===== config.mk =====
export PLATFORM = sky130hd
export DESIGN_NAME = code_fetch_gate
export DESIGN_NICKNAME = d
export VERILOG_FILES = /design/src/rtl/fcg_pkg.sv /design/src/rtl/fcg_key_reg.sv /design/src/rtl/fcg_classify.sv /design/src/rtl/code_fetch_gate.sv
export SDC_FILE = /design/constraint.sdc
export NUM_CORES = 1
export LEC_CHECK = 0
export BUFFER_PORTS_ARGS = -buffer_cell sky130_fd_sc_hd__buf_2
export CORE_AREA = 2 2 86 88
export CTS_CLUSTER_DIAMETER = 200
export DETAILED_ROUTE_END_ITERATION = 6
export DIE_AREA = 0 0 88 90
export PLACE_DENSITY = 0.54
export REMOVE_ABC_BUFFERS = 1
export SYNTH_ARGS = -nofsm -noshare
export SYNTH_HDL_FRONTEND = slang
export SYNTH_SLANG_ARGS = --single-unit

===== constraint.sdc =====
create_clock -name clk -period 1.5 [get_ports clk]
set_input_delay 0.225 -clock clk [delete_from_list [all_inputs] [get_ports clk]]
set_output_delay 0.225 -clock clk [all_outputs]
set_load 0.02 [all_outputs]

===== src/rtl/fcg_pkg.sv =====
package fcg_pkg;

    localparam logic [3:0] MUBI_TRUE  = 4'h6;
    localparam logic [3:0] MUBI_FALSE = 4'h9;

    typedef enum logic [1:0] {
        ACC_DATA  = 2'd0,
        ACC_FETCH = 2'd1,
        ACC_BAD   = 2'd2
    } acc_kind_e;

    typedef struct packed {
        logic pend;
        logic allow;
    } fcg_state_t;

    function automatic acc_kind_e decode_tag(input logic [3:0] tag);
        if (tag == MUBI_FALSE) begin
            return ACC_DATA;
        end else if (tag == MUBI_TRUE) begin
            return ACC_FETCH;
        end
        return ACC_BAD;
    endfunction

endpackage


===== src/rtl/fcg_key_reg.sv =====
module fcg_key_reg #(
    parameter int KW = 32
) (
    input  logic          clk,
    input  logic          rst_n,
    input  logic          we,
    input  logic [KW-1:0] wdata,
    output logic [KW-1:0] key
);
    logic [KW-1:0] key_d, key_q;

    always_comb begin
        key_d = key_q;
        if (we) begin
            key_d = wdata;
        end
    end

    always_ff @(posedge clk or negedge rst_n) begin
        if (!rst_n) begin
            key_q <= '0;
        end else begin
            key_q <= key_d;
        end
    end

    assign key = key_q;
endmodule


===== src/rtl/fcg_classify.sv =====
module fcg_classify
    import fcg_pkg::*;
#(
    parameter int          KW       = 32,
    parameter logic [KW-1:0] EXEC_KEY = 32'hA26A38F7
) (
    input  logic [3:0]    itype,
    input  logic [KW-1:0] key,
    output logic          allow
);
    acc_kind_e kind;
    logic      key_match;

    assign kind      = decode_tag(itype);
    assign key_match = (key == EXEC_KEY);

    always_comb begin
        unique case (kind)
            ACC_DATA:  allow = 1'b1;
            ACC_FETCH: allow = key_match;
            default:   allow = 1'b0;
        endcase
    end
endmodule


===== src/rtl/code_fetch_gate.sv =====
module code_fetch_gate
    import fcg_pkg::*;
#(
    parameter int          AW       = 12,
    parameter int          KW       = 32,
    parameter int          DW       = 32,
    parameter logic [KW-1:0] EXEC_KEY = 32'hA26A38F7
) (
    input  logic          clk,
    input  logic          rst_n,
    input  logic          key_we,
    input  logic [KW-1:0] key_wdata,
    input  logic          req_valid,
    output logic          req_ready,
    input  logic [AW-1:0] req_addr,
    input  logic [3:0]    req_itype,
    output logic          mem_req,
    output logic [AW-3:0] mem_addr,
    input  logic [DW-1:0] mem_rdata,
    output logic          rsp_valid,
    output logic [DW-1:0] rsp_data,
    output logic          rsp_err
);
    logic [KW-1:0] key;
    logic          cls_allow;
    logic          accept;
    logic          unused_lsb;
    fcg_state_t    st_d, st_q;

    fcg_key_reg #(.KW(KW)) u_key (
        .clk   (clk),
        .rst_n (rst_n),
        .we    (key_we),
        .wdata (key_wdata),
        .key   (key)
    );

    fcg_classify #(.KW(KW), .EXEC_KEY(EXEC_KEY)) u_cls (
        .itype (req_itype),
        .key   (key),
        .allow (cls_allow)
    );

    assign accept     = req_valid && req_ready;
    assign unused_lsb = ^req_addr[1:0];

    always_comb begin
        st_d      = st_q;
        st_d.pend = accept;
        if (accept) begin
            st_d.allow = cls_allow;
        end
    end

    always_ff @(posedge clk or negedge rst_n) begin
        if (!rst_n) begin
            st_q <= '0;
        end else begin
            st_q <= st_d;
        end
    end

    assign req_ready = !st_q.pend;
    assign mem_req   = accept;
    assign mem_addr  = req_addr[AW-1:2];
    assign rsp_valid = st_q.pend;
    assign rsp_err   = st_q.pend && !st_q.allow;
    assign rsp_data  = (st_q.pend && st_q.allow) ? mem_rdata : '0;
endmodule


# Word level (Yosys, flattened, before mapping)
# Index checks and enable logic that the tools add are counted.
# totals
regBits	34
inputBits	84
out_inout_bits	46
elab_cells	20
# classes
n_eq_ne	4
mux	7
n_reduce_logical	6
# op_table
cell	n
32-bit equality test, second input constant	1
32-bit two-way mux	1
2-bit two-way mux	3
4-bit by 3-bit equality test with 1-bit output, second input constant	1
4-bit equality test, second input constant	1
1-bit logical AND	3
2-bit by 1-bit equality test with 1-bit output, second input constant	1
1-bit zero test	2
2-bit zero test	1
1-bit two-way mux	2
1-bit case mux with 2 select lines	1

# Logic depth before layout (Yosys ltp)
# Gate-level depths: netlist (run 1).
# depth
ltp_word	6
mapped_depth	3
depth_no_buf	3

# Modules after synthesis
# From an unflattened synthesis (run 1), not the netlist that was laid out.
# hier_totals
cells_unflattened	136
area_unflattened_um2	1853.0
# by_module_without_submodules
module	instances	cells_per_inst	area_each_um2
fcg_key_reg	1	68	1345.0
code_fetch_gate	1	54	395.4
fcg_classify	1	14	112.6

# Least setup slack after synthesis (run 1)
# No wires, ideal clock.
# synth_path
path_type	register -> output
start	reg st_q (netlist bit rsp_valid)
end	out rsp_err
arrival_time_ns	1.217
slack_ns	0.058
path_stages_with_launch	4
cell_sequence	dfrtp_1 -> clkbuf_1 -> inv_1 -> nor2_1
# synth_via
elab_chain_len	1
# synth_rtl
element	line_no	source
from (decl)	code_fetch_gate.sv:28	fcg_state_t st_d, st_q;
from (signal assigned)	code_fetch_gate.sv:59	st_q <= st_d;
1-bit logical AND	code_fetch_gate.sv:67	assign rsp_err = st_q.pend && !st_q.allow;
to (decl)	code_fetch_gate.sv:22	output logic rsp_err
# No other way between the ends.

# Final worst setup path (run 1)
# layout_path
start	reg st_q (netlist bit rsp_valid)
end	out rsp_data[2]
# layout_via
elab_chain_len	2
# layout_rtl
element	line_no	source
1-bit logical AND	code_fetch_gate.sv:68	assign rsp_data = (st_q.pend && st_q.allow) ? mem_rdata : '0;
32-bit two-way mux	code_fetch_gate.sv:68	
to (decl)	code_fetch_gate.sv:21	output logic [DW-1:0] rsp_data,
# No other way between the ends.

==> run metrics, run 1 <==
outcome complete, no violations; Finished Layout Cells 340; final routed wire length divided by cell count 12.48 µm; Max-Cap Viols 0; Clk pwr share 33.2%; DR iter-0 viols 23; routability-driven placement congestion ratio 0.7079; share of total power consumed by net switching 24.39%; Worst-Skew Late Latency 0.28 ns; clock buffer depth 2; clk sinks 34; number of fill cells in the layout 704; cell count of the worst reg-to-reg path 3; top post-synthesis cells by area sky130_fd_sc_hd__dfrtp_1 (50%), sky130_fd_sc_hd__mux2_2 (20%), sky130_fd_sc_hd__and3_1 (12%); Avg Synthesized Cell Area 12.51 µm²; Pre-Repair DR Iteration Count 2; Final Max Slew Viols 0; Power Density 850.5 nW/µm²; NumNets Final 324; share of the synthesized area in the top cell type 50.00%; combined area of the multi-input logic cells 710.7 µm²; gate count after technology mapping 136; power dissipated by switching net loads 0.5087 mW; clock buffer count from CTS 5; final core occ 34.93%; maximum achievable frequency 690.9 MHz; cell area after layout 2452 µm²; Clk pin slew, worst setup/hold paths 0.07 ns; Worst R2R Start u_key.key[23]$_DFFE_PN0P_; internal power summed over all cells 1.577 mW; placed wire-length estimate 3326 µm; Setup TNS 0 ns; Hold Path Cell Cnt 2; post-detailed-route count of antenna-violating nets 0; Boundary Pins 130; DRC Markers 0; data arrival time of the worst path 1.22 ns; most heavily used metal layer in global routing met2; biggest fanout along the worst timing path 21; leakage power figure 1.349 nW; met3 global-route usage 5.234%; Reg area 852.1 µm²; placeable core area 7020 µm²; Die Span X 88 µm; slack of the critical path 0.05269 ns; maximum number of pins on one net before global-route repair 35; worst slew margin relative to its limit 71.81%; RSZ-0062 raised after global routing yes; kind of capture point of the worst setup path output pin; type of the tightest min-delay check input port to flip-flop; cell type with the largest total area after synthesis sky130_fd_sc_hd__dfrtp_1; initial core utilization 24.24%; number of cells in the design after placement 327; total via count after detailed routing 1439; largest voltage drop on the vdd net 0.4898 mV; Hold Crit Start key_wdata[21]; total global routing overflow 0; global-route total usage across every layer 10.10%; worst hold margin 0.1632 ns; Worst Setup Start Kind flip-flop; level count of the clock H-tree 2; number of port buffers 107; critical path required time 1.27 ns; antenna cells 0; clock tree from TritonCTS yes; root buffer selected by CTS sky130_fd_sc_hd__clkbuf_8; total of endpoints with negative setup slack in the final report 0; number of global-route vias before repair 1278; part of the Yosys area used for sequential elements 50.00%; post-detailed-placement cell area 2275 µm²; initial antenna violation count 0; post-synthesis cell type count 20; per-cell via count in the routed design 4.232; overall power of the completed layout 2.086 mW; Fin Clk Skew 0.004951 ns; synthesized flop and latch total 34; capture instance of the worst register-to-register path st_q[0]$_DFFE_PN0P_; Post-Place Worst Slack 0.1327 ns; Worst Hold Path EP u_key.key[21]$_DFFE_PN0P_; Syn Std Cell Area 1702 µm²; startpoint of the most critical setup path rsp_valid$_DFF_PN0_; final WL 4244 µm; count of standard-cell rows 31; share of total power in combinational logic 16.4%; global-route wire length before repair 6113 µm; Global Route met2 Usage 16.67%; ratio of cells with drive above 1 in the final layout 65.56%; Synth warnings 0; synthesis-to-finish area growth 44.12%; transition time of the tightest slew-check pin 0.4228 ns; DIE HEIGHT 90 µm; die area 7920 µm²; R2R setup slack 0.30 ns; fraction of power consumed by sequential logic 50.4%; type of the worst setup path flip-flop to output pin; met1 Usage GRT 10.96%; number of failing hold endpoints at the final stage 0; clock period minus final worst setup slack 1.447 ns; Period Utilization, post-route 96.49%
-- placed cells by master, fill, tap and decap left out --
cell,count
sky130_fd_sc_hd__o31ai_1,1
sky130_fd_sc_hd__mux2_2,30
sky130_fd_sc_hd__dfrtp_1,33
sky130_fd_sc_hd__nor2b_2,1
sky130_fd_sc_hd__and4b_1,3
sky130_fd_sc_hd__mux2i_1,1
sky130_fd_sc_hd__buf_6,3
sky130_fd_sc_hd__and3_1,32
sky130_fd_sc_hd__dfrtp_2,1
sky130_fd_sc_hd__dlygate4sd3_1,1
sky130_fd_sc_hd__clkbuf_8,6
sky130_fd_sc_hd__nand4_1,3
sky130_fd_sc_hd__buf_2,102
sky130_fd_sc_hd__nor4b_1,2
sky130_fd_sc_hd__clkinv_2,1
sky130_fd_sc_hd__buf_8,1
sky130_fd_sc_hd__nor4b_2,1
sky130_fd_sc_hd__nor2_1,1
sky130_fd_sc_hd__clkbuf_4,1
sky130_fd_sc_hd__buf_12,2
sky130_fd_sc_hd__buf_4,6
sky130_fd_sc_hd__and4bb_2,1
sky130_fd_sc_hd__nor2b_1,1
sky130_fd_sc_hd__clkinvlp_4,1
sky130_fd_sc_hd__nor4bb_1,2
sky130_fd_sc_hd__inv_1,1
sky130_fd_sc_hd__clkbuf_2,1
sky130_fd_sc_hd__mux2_1,2
-- cell usage after synthesis, drive strengths merged --
library cell  instances
dfrtp                34
clkbuf                7
nor4b                 3
buf                  13
nor4bb                2
and3                 32
and4b                 3
mux2i                 1
and4bb                1
nor2b                 2
o31ai                 1
mux2                 32
nor2                  1
nand4                 3
inv                   1
-- worst max-delay path: stages (launching register included) --
cell and delay, ns:
sky130_fd_sc_hd__dfrtp_2 0.46, sky130_fd_sc_hd__buf_8 0.16, sky130_fd_sc_hd__and3_1 0.16, sky130_fd_sc_hd__buf_2 0.15
-- routing by layer --
layer  part of all wire (%)  up-vias
met5                      0        -
met4                    1.2        0
met3                     14        6
met2                     46      103
met1                     38      632
li1                       -      698
-- sequential cells by signal, indices dropped and copies added (netlist names) --
register and flops:
rsp_valid 1, u_key.key 32, st_q 1
-- power groups by stage --
stage / logic [mW] / registers [mW] / clock network (mW)
detailed placement: 0.327 / 1.07 / 0
floorplan: 0.141 / 1.07 / 0
global placement: 0.322 / 1.07 / 0
CTS: 0.341 / 1.05 / 0.730
global route: 0.376 / 1.07 / 0.780
finish: 0.341 / 1.05 / 0.693
-- how the worst max path moves through the flow --
stage             endpoint  slack, ns  cells past startpoint
2_1_floorplan      rsp_err       -0.1                      2
4_1_cts            mem_req       0.02                      2
6_report       rsp_data[2]       0.05                      3
3_5_place_dp       rsp_err       0.13                      4
3_3_place_gp       rsp_err       0.14                      4
5_1_grt            mem_req      -0.01                      2
-- final cells by class --
cell class	instances	share of cell area, %
inverters	1	0.1531
clock inverters	2	0.5102
repair buffers	117	27.19
clock buffers	6	3.367
multi-input cells	81	28.98
flip-flops and latches	34	34.74
well taps	99	5.051
-- kinds of logic (layout without fill, tap and decap cells) --
kind of cell / Yosys count / after routing / synth area share, %
AOI/OAI and AO/OA: 1 / 1 / 0.4413
DFF: 34 / 34 / 50.00
muxes: 33 / 33 / 21.76
buffers and inverters: 21 / 126 / 8.234
and+or+nand+nor: 47 / 47 / 19.56
-- timing repair --
action,CTS,global route
setup buffers,3,1
resized for setup,3,12
endpoints found under the hold margin,34,0
endpoints found under the setup margin,26,28
hold buffers,1,0
(Power assumes the default switching activity.)
==> run 2: changes to the inputs <==
- CORE_AREA: 2 2 86 88 -> 2 2 71 107
- DIE_AREA: 0 0 88 90 -> 0 0 73 109
- PLACE_DENSITY: 0.54 -> 0.53
==> run metrics, run 2 (synthesis results as in run 1) <==
die area 7957 µm²; Die Span X 73 µm; initial antenna violation count 0; global-route wire length before repair 5975 µm; Pre-Repair DR Iteration Count 4; fraction of power consumed by sequential logic 50.6%; level count of the clock H-tree 2; leading cell type in the layout, fill and taps excluded sky130_fd_sc_hd__buf_2; clock tree from TritonCTS yes; Clk pin slew, worst setup/hold paths 0.07 ns; final WL 4040 µm; transition time of the tightest slew-check pin 0.4304 ns; list of cells traversed by the critical path buf_12 -> and3_1 -> buf_2; max FFs per register 32; Fin Clk Skew 0.007824 ns; final routed wire length divided by cell count 12.78 µm; internal power summed over all cells 1.568 mW; largest voltage drop on the vdd net 0.6764 mV; Power Density 874.9 nW/µm²; count of buffering cells on the critical path with inverters included 2; Post-Place Worst Slack 0.2616 ns; antenna cells 0; maximum achievable frequency 694.1 MHz; combined area of the multi-input logic cells 710.7 µm²; biggest fanout along the worst timing path 34; number of port buffers 107; number of failing hold endpoints at the final stage 0; type of the tightest min-delay check input port to flip-flop; Worst Setup Start Kind flip-flop; Boundary Pins 130; DRC Markers 0; Max-Cap Viols 0; DR iter-0 viols 12; clock period minus final worst setup slack 1.441 ns; outcome complete, no violations; synthesis-to-finish area growth 39.49%; Clk pwr share 33.6%; share of total power in combinational logic 15.8%; count of standard-cell rows 38; post-detailed-route count of antenna-violating nets 0; NumNets Final 319; share of total power consumed by net switching 24.51%; per-cell via count in the routed design 4.608; root buffer selected by CTS sky130_fd_sc_hd__clkbuf_8; CP peak stage delay 0.43 ns; ratio of cells with drive above 1 in the final layout 64.41%; data arrival time of the worst path 1.22 ns; kind of capture point of the worst setup path output pin; number of global-route vias before repair 1336; clock buffer depth 2; clk sinks 34; R2R setup slack 0.31 ns; placed wire-length estimate 3203 µm; total via count after detailed routing 1456; maximum number of pins on one net before global-route repair 35; leakage power figure 1.326 nW; initial core utilization 24.02%; worst slew margin relative to its limit 71.30%; type of the worst setup path flip-flop to output pin; placeable core area 7084 µm²; DIE HEIGHT 109 µm; slack of the critical path 0.05920 ns; critical path required time 1.27 ns; Worst-Skew Late Latency 0.28 ns; Reg area 850.8 µm²; Final Max Slew Viols 0; Period Utilization, post-route 96.05%; power dissipated by switching net loads 0.5089 mW; routability-driven placement congestion ratio 0.6692; Setup TNS 0 ns; number of fill cells in the layout 709; total of endpoints with negative setup slack in the final report 0; clock buffer count from CTS 5; highest-count cells in the layout ignoring fill and taps sky130_fd_sc_hd__buf_2 (107), sky130_fd_sc_hd__dfrtp_1 (34), sky130_fd_sc_hd__and3_1 (32); Largest delay share family, worst path flip-flops; total global routing overflow 0; global-route total usage across every layer 9.901%; final core occ 33.50%; highest-delay cell along the critical path sky130_fd_sc_hd__dfrtp_1
## run 2: cell count changes in the layout (fill, tap and decap cells not counted)
cell	previous run	this run
sky130_fd_sc_hd__buf_4	6	1
sky130_fd_sc_hd__buf_6	3	0
sky130_fd_sc_hd__clkbuf_4	1	0
sky130_fd_sc_hd__buf_12	2	3
sky130_fd_sc_hd__buf_2	102	107
sky130_fd_sc_hd__dfrtp_2	1	0
sky130_fd_sc_hd__clkbuf_2	1	0
sky130_fd_sc_hd__dfrtp_1	33	34
sky130_fd_sc_hd__buf_8	1	0
## run 2: worst reg2reg max path: stages, from the launching register on
cell,delay (ns)
sky130_fd_sc_hd__dfrtp_1,0.37
sky130_fd_sc_hd__nor4b_1,0.38
sky130_fd_sc_hd__nand4_1,0.14
sky130_fd_sc_hd__o31ai_1,0.20
## run 2: layer usage
layer	part of all wire, %	GRT usage (%)	vias up
met5	0	0	-
met4	1.5	5.159	0
met3	11	3.327	5
met2	51	18.34	113
met1	36	9.328	661
li1	-	-	677
## run 2: stage by stage
step	cell area (µm²)	hold WS (ns)	cells	power [mW]
floorplan	1565	-0.07059	116	1.209
global placement	2243	0.2838	307	1.387
detailed placement	2243	0.2839	307	1.396
CTS	2356	0.1441	316	2.123
global route	2374	0.1563	316	2.208
finish	2374	0.1570	316	2.077
## run 2: what timing repair did
action                                  4_1_cts  5_1_grt
endpoints found under the setup margin        7       12
hold buffers                                  1        0
hold endpoints to repair                     34        0
gates resized for setup                       2        4
buffers inserted                              0        0
## run 2: area by class of cell
class / count / area share, %
inverters: 1 / 0.1581
repair buffers: 112 / 25.83
well taps: 80 / 4.217
flip-flops and latches: 34 / 35.85
clock buffers: 6 / 3.479
clock inverters: 2 / 0.5271
multi-input cells: 81 / 29.94
## run 2: path summary, 6_finish.rpt
path	start	to	cells past startpoint
worst min-delay path	key_wdata[22]	u_key.key[22]$_DFFE_PN0P_	2
worst min register to register	u_key.key[21]$_DFFE_PN0P_	u_key.key[21]$_DFFE_PN0P_	1
worst max-delay path	rsp_valid$_DFF_PN0_	rsp_data[12]	3
min in group asynchronous	rst_n	u_key.key[7]$_DFFE_PN0P_	3
max in group asynchronous	rst_n	u_key.key[28]$_DFFE_PN0P_	3
worst max register to register	u_key.key[9]$_DFFE_PN0P_	st_q[0]$_DFFE_PN0P_	3
## run 2: power by group through the flow
| stage | Clock (mW) | Sequential, mW | Combinational, mW |
|---|---|---|---|
| after floorplan | 0 | 1.07 | 0.141 |
| after global placement | 0 | 1.07 | 0.321 |
| after detailed placement | 0 | 1.07 | 0.325 |
| after CTS | 0.740 | 1.05 | 0.330 |
| after global routing | 0.779 | 1.07 | 0.363 |
| final | 0.698 | 1.05 | 0.328 |
==> run 3: changes to the inputs <==
- BUFFER_PORTS_ARGS: -buffer_cell sky130_fd_sc_hd__buf_2 -> -buffer_cell sky130_fd_sc_hd__buf_4
- CTS_CLUSTER_DIAMETER: 200 -> not set
- SETUP_SLACK_MARGIN: not set -> 0.2
==> run metrics, run 3 (synthesis results as in run 1) <==
leakage power figure 1.411 nW; critical path required time 1.27 ns; synthesis-to-finish area growth 58.31%; clock buffer depth 2; type of the tightest min-delay check input port to flip-flop; worst slew margin relative to its limit 71.31%; root buffer selected by CTS sky130_fd_sc_hd__clkbuf_8; number of global-route vias before repair 1444; total of endpoints with negative setup slack in the final report 0; NumNets Final 320; Post-Place Worst Slack 0.2670 ns; initial core utilization 24.02%; final routed wire length divided by cell count 13.82 µm; antenna cells 0; initial antenna violation count 0; Hold Path Cell Cnt 2; capture instance of the worst register-to-register path st_q[0]$_DFFE_PN0P_; Clk pin slew, worst setup/hold paths 0.07 ns; placed wire-length estimate 3372 µm; Fin Clk Skew 0.006619 ns; cell area after layout 2694 µm²; number of port buffers 107; maximum number of pins on one net before global-route repair 35; clk sinks 34; Power Density 855.4 nW/µm²; Worst-Skew Late Latency 0.28 ns; list of cells traversed by the critical path buf_12 -> and3_1 -> buf_4; number of failing hold endpoints at the final stage 0; slack of the critical path 0.04811 ns; transition time of the tightest slew-check pin 0.4304 ns; global-route total usage across every layer 10.75%; Max-Cap Viols 0; routability-driven placement congestion ratio 0.6363; Boundary Pins 130; type of the worst setup path flip-flop to output pin; Final Max Slew Viols 0; placeable core area 7084 µm²; Pre-Repair DR Iteration Count 2; die area 7957 µm²; outcome complete, no violations; cell count of the worst reg-to-reg path 5; largest voltage drop on the vdd net 0.7142 mV; maximum achievable frequency 688.8 MHz; data arrival time of the worst path 1.23 ns; max FFs per register 32; Worst Setup Start Kind flip-flop; Die Span X 73 µm; biggest fanout along the worst timing path 17; DR iter-0 viols 18; total global routing overflow 0; highest-delay cell along the critical path sky130_fd_sc_hd__dfrtp_2; final core occ 38.03%; R2R setup slack 0.26 ns; ratio of cells with drive above 1 in the final layout 65.68%; DRC Markers 0; per-cell via count in the routed design 4.680; highest-count cells in the layout ignoring fill and taps sky130_fd_sc_hd__buf_4 (108), sky130_fd_sc_hd__dfrtp_1 (33), sky130_fd_sc_hd__and3_1 (32); Period Utilization, post-route 96.79%; clock period minus final worst setup slack 1.452 ns; total via count after detailed routing 1479; post-detailed-route count of antenna-violating nets 0; RSZ-0062 raised after global routing yes; Setup crit end rsp_data[13]; Worst R2R Start rsp_valid$_DFF_PN0_; kind of capture point of the worst setup path output pin; leading cell type in the layout, fill and taps excluded sky130_fd_sc_hd__buf_4; global-route wire length before repair 6610 µm; count of standard-cell rows 38; post-detailed-placement cell area 2484 µm²; clock tree from TritonCTS yes; level count of the clock H-tree 2; CP peak stage delay 0.44 ns; DIE HEIGHT 109 µm; final WL 4367 µm; startpoint of the most critical setup path rsp_valid$_DFF_PN0_; clock buffer count from CTS 5
## run 3: cell types whose count changed in the layout (fill, tap and decap cells not counted), sizes merged
cell / before / now
clkbuf: 6 / 7
bufinv: 0 / 1
clkinvlp: 1 / 0
clkinv: 1 / 0
## run 3: worst min path at each step
stage | from | endpoint
5_1_grt | key_wdata[19] | u_key.key[19]$_DFFE_PN0P_
3_3_place_gp | rst_n | u_key.key[12]$_DFFE_PN0P_
4_1_cts | key_wdata[22] | u_key.key[22]$_DFFE_PN0P_
2_1_floorplan | rst_n | rsp_valid$_DFF_PN0_
6_report | key_wdata[22] | u_key.key[22]$_DFFE_PN0P_
3_5_place_dp | rst_n | u_key.key[11]$_DFFE_PN0P_
## run 3: where the power goes
group | switching [mW] | leakage (nW) | internal, mW
combinational | 0.139 | 0.954 | 0.263
sequential | 0.0488 | 0.399 | 1.01
clock | 0.316 | 0.0573 | 0.531
total | 0.503 | 1.41 | 1.80
## run 3: metrics by stage
step | std cells | power, mW | hold WS (ns) | TNS (ns)
after CTS | 313 | 2.320 | 0.1572 | 0
after detailed placement | 305 | 1.450 | 0.2039 | 0
after global placement | 305 | 1.443 | 0.2044 | 0
after global routing | 316 | 2.421 | 0.1630 | -0.0004564
final | 316 | 2.304 | 0.1634 | 0
after floorplan | 116 | 1.209 | -0.07059 | -0.09929
## run 3: area by class of cell
| class | count | area (µm²) |
|---|---|---|
| repair buffers | 113 | 897.1 |
| clock inverters | 1 | 30.03 |
| well taps | 80 | 100.1 |
| fillers | 704 | 4390 |
| clock buffers | 6 | 82.58 |
| flip-flops and latches | 34 | 852.1 |
| inverters | 1 | 3.754 |
| multi-input cells | 81 | 728.2 |
## run 3: timing repair
item / 4_1_cts / 5_1_grt
gates resized for setup: 5 / 6
pin swaps: 0 / 1
hold endpoints to repair: 34 / 0
setup endpoints to repair: 35 / 37
hold buffers: 1 / 0
gates cloned: 0 / 1
setup buffers: 0 / 2
## run 3: critical path, delay by kind of cell (launching register included)
kind                   cells  cell delay [ns]
and+or+nand+nor            1             0.19
DFF                        1             0.44
buffers and inverters      2             0.31
## run 3: per-layer routing
| metal | vias to the layer above | GRT usage [%] | part of all wire (%) |
|---|---|---|---|
| li1 | 682 | - | - |
| met1 | 678 | 10.63 | 34 |
| met2 | 113 | 19.05 | 50 |
| met3 | 6 | 4.621 | 14 |
| met4 | 0 | 4.762 | 1.6 |
| met5 | - | 0 | 0 |
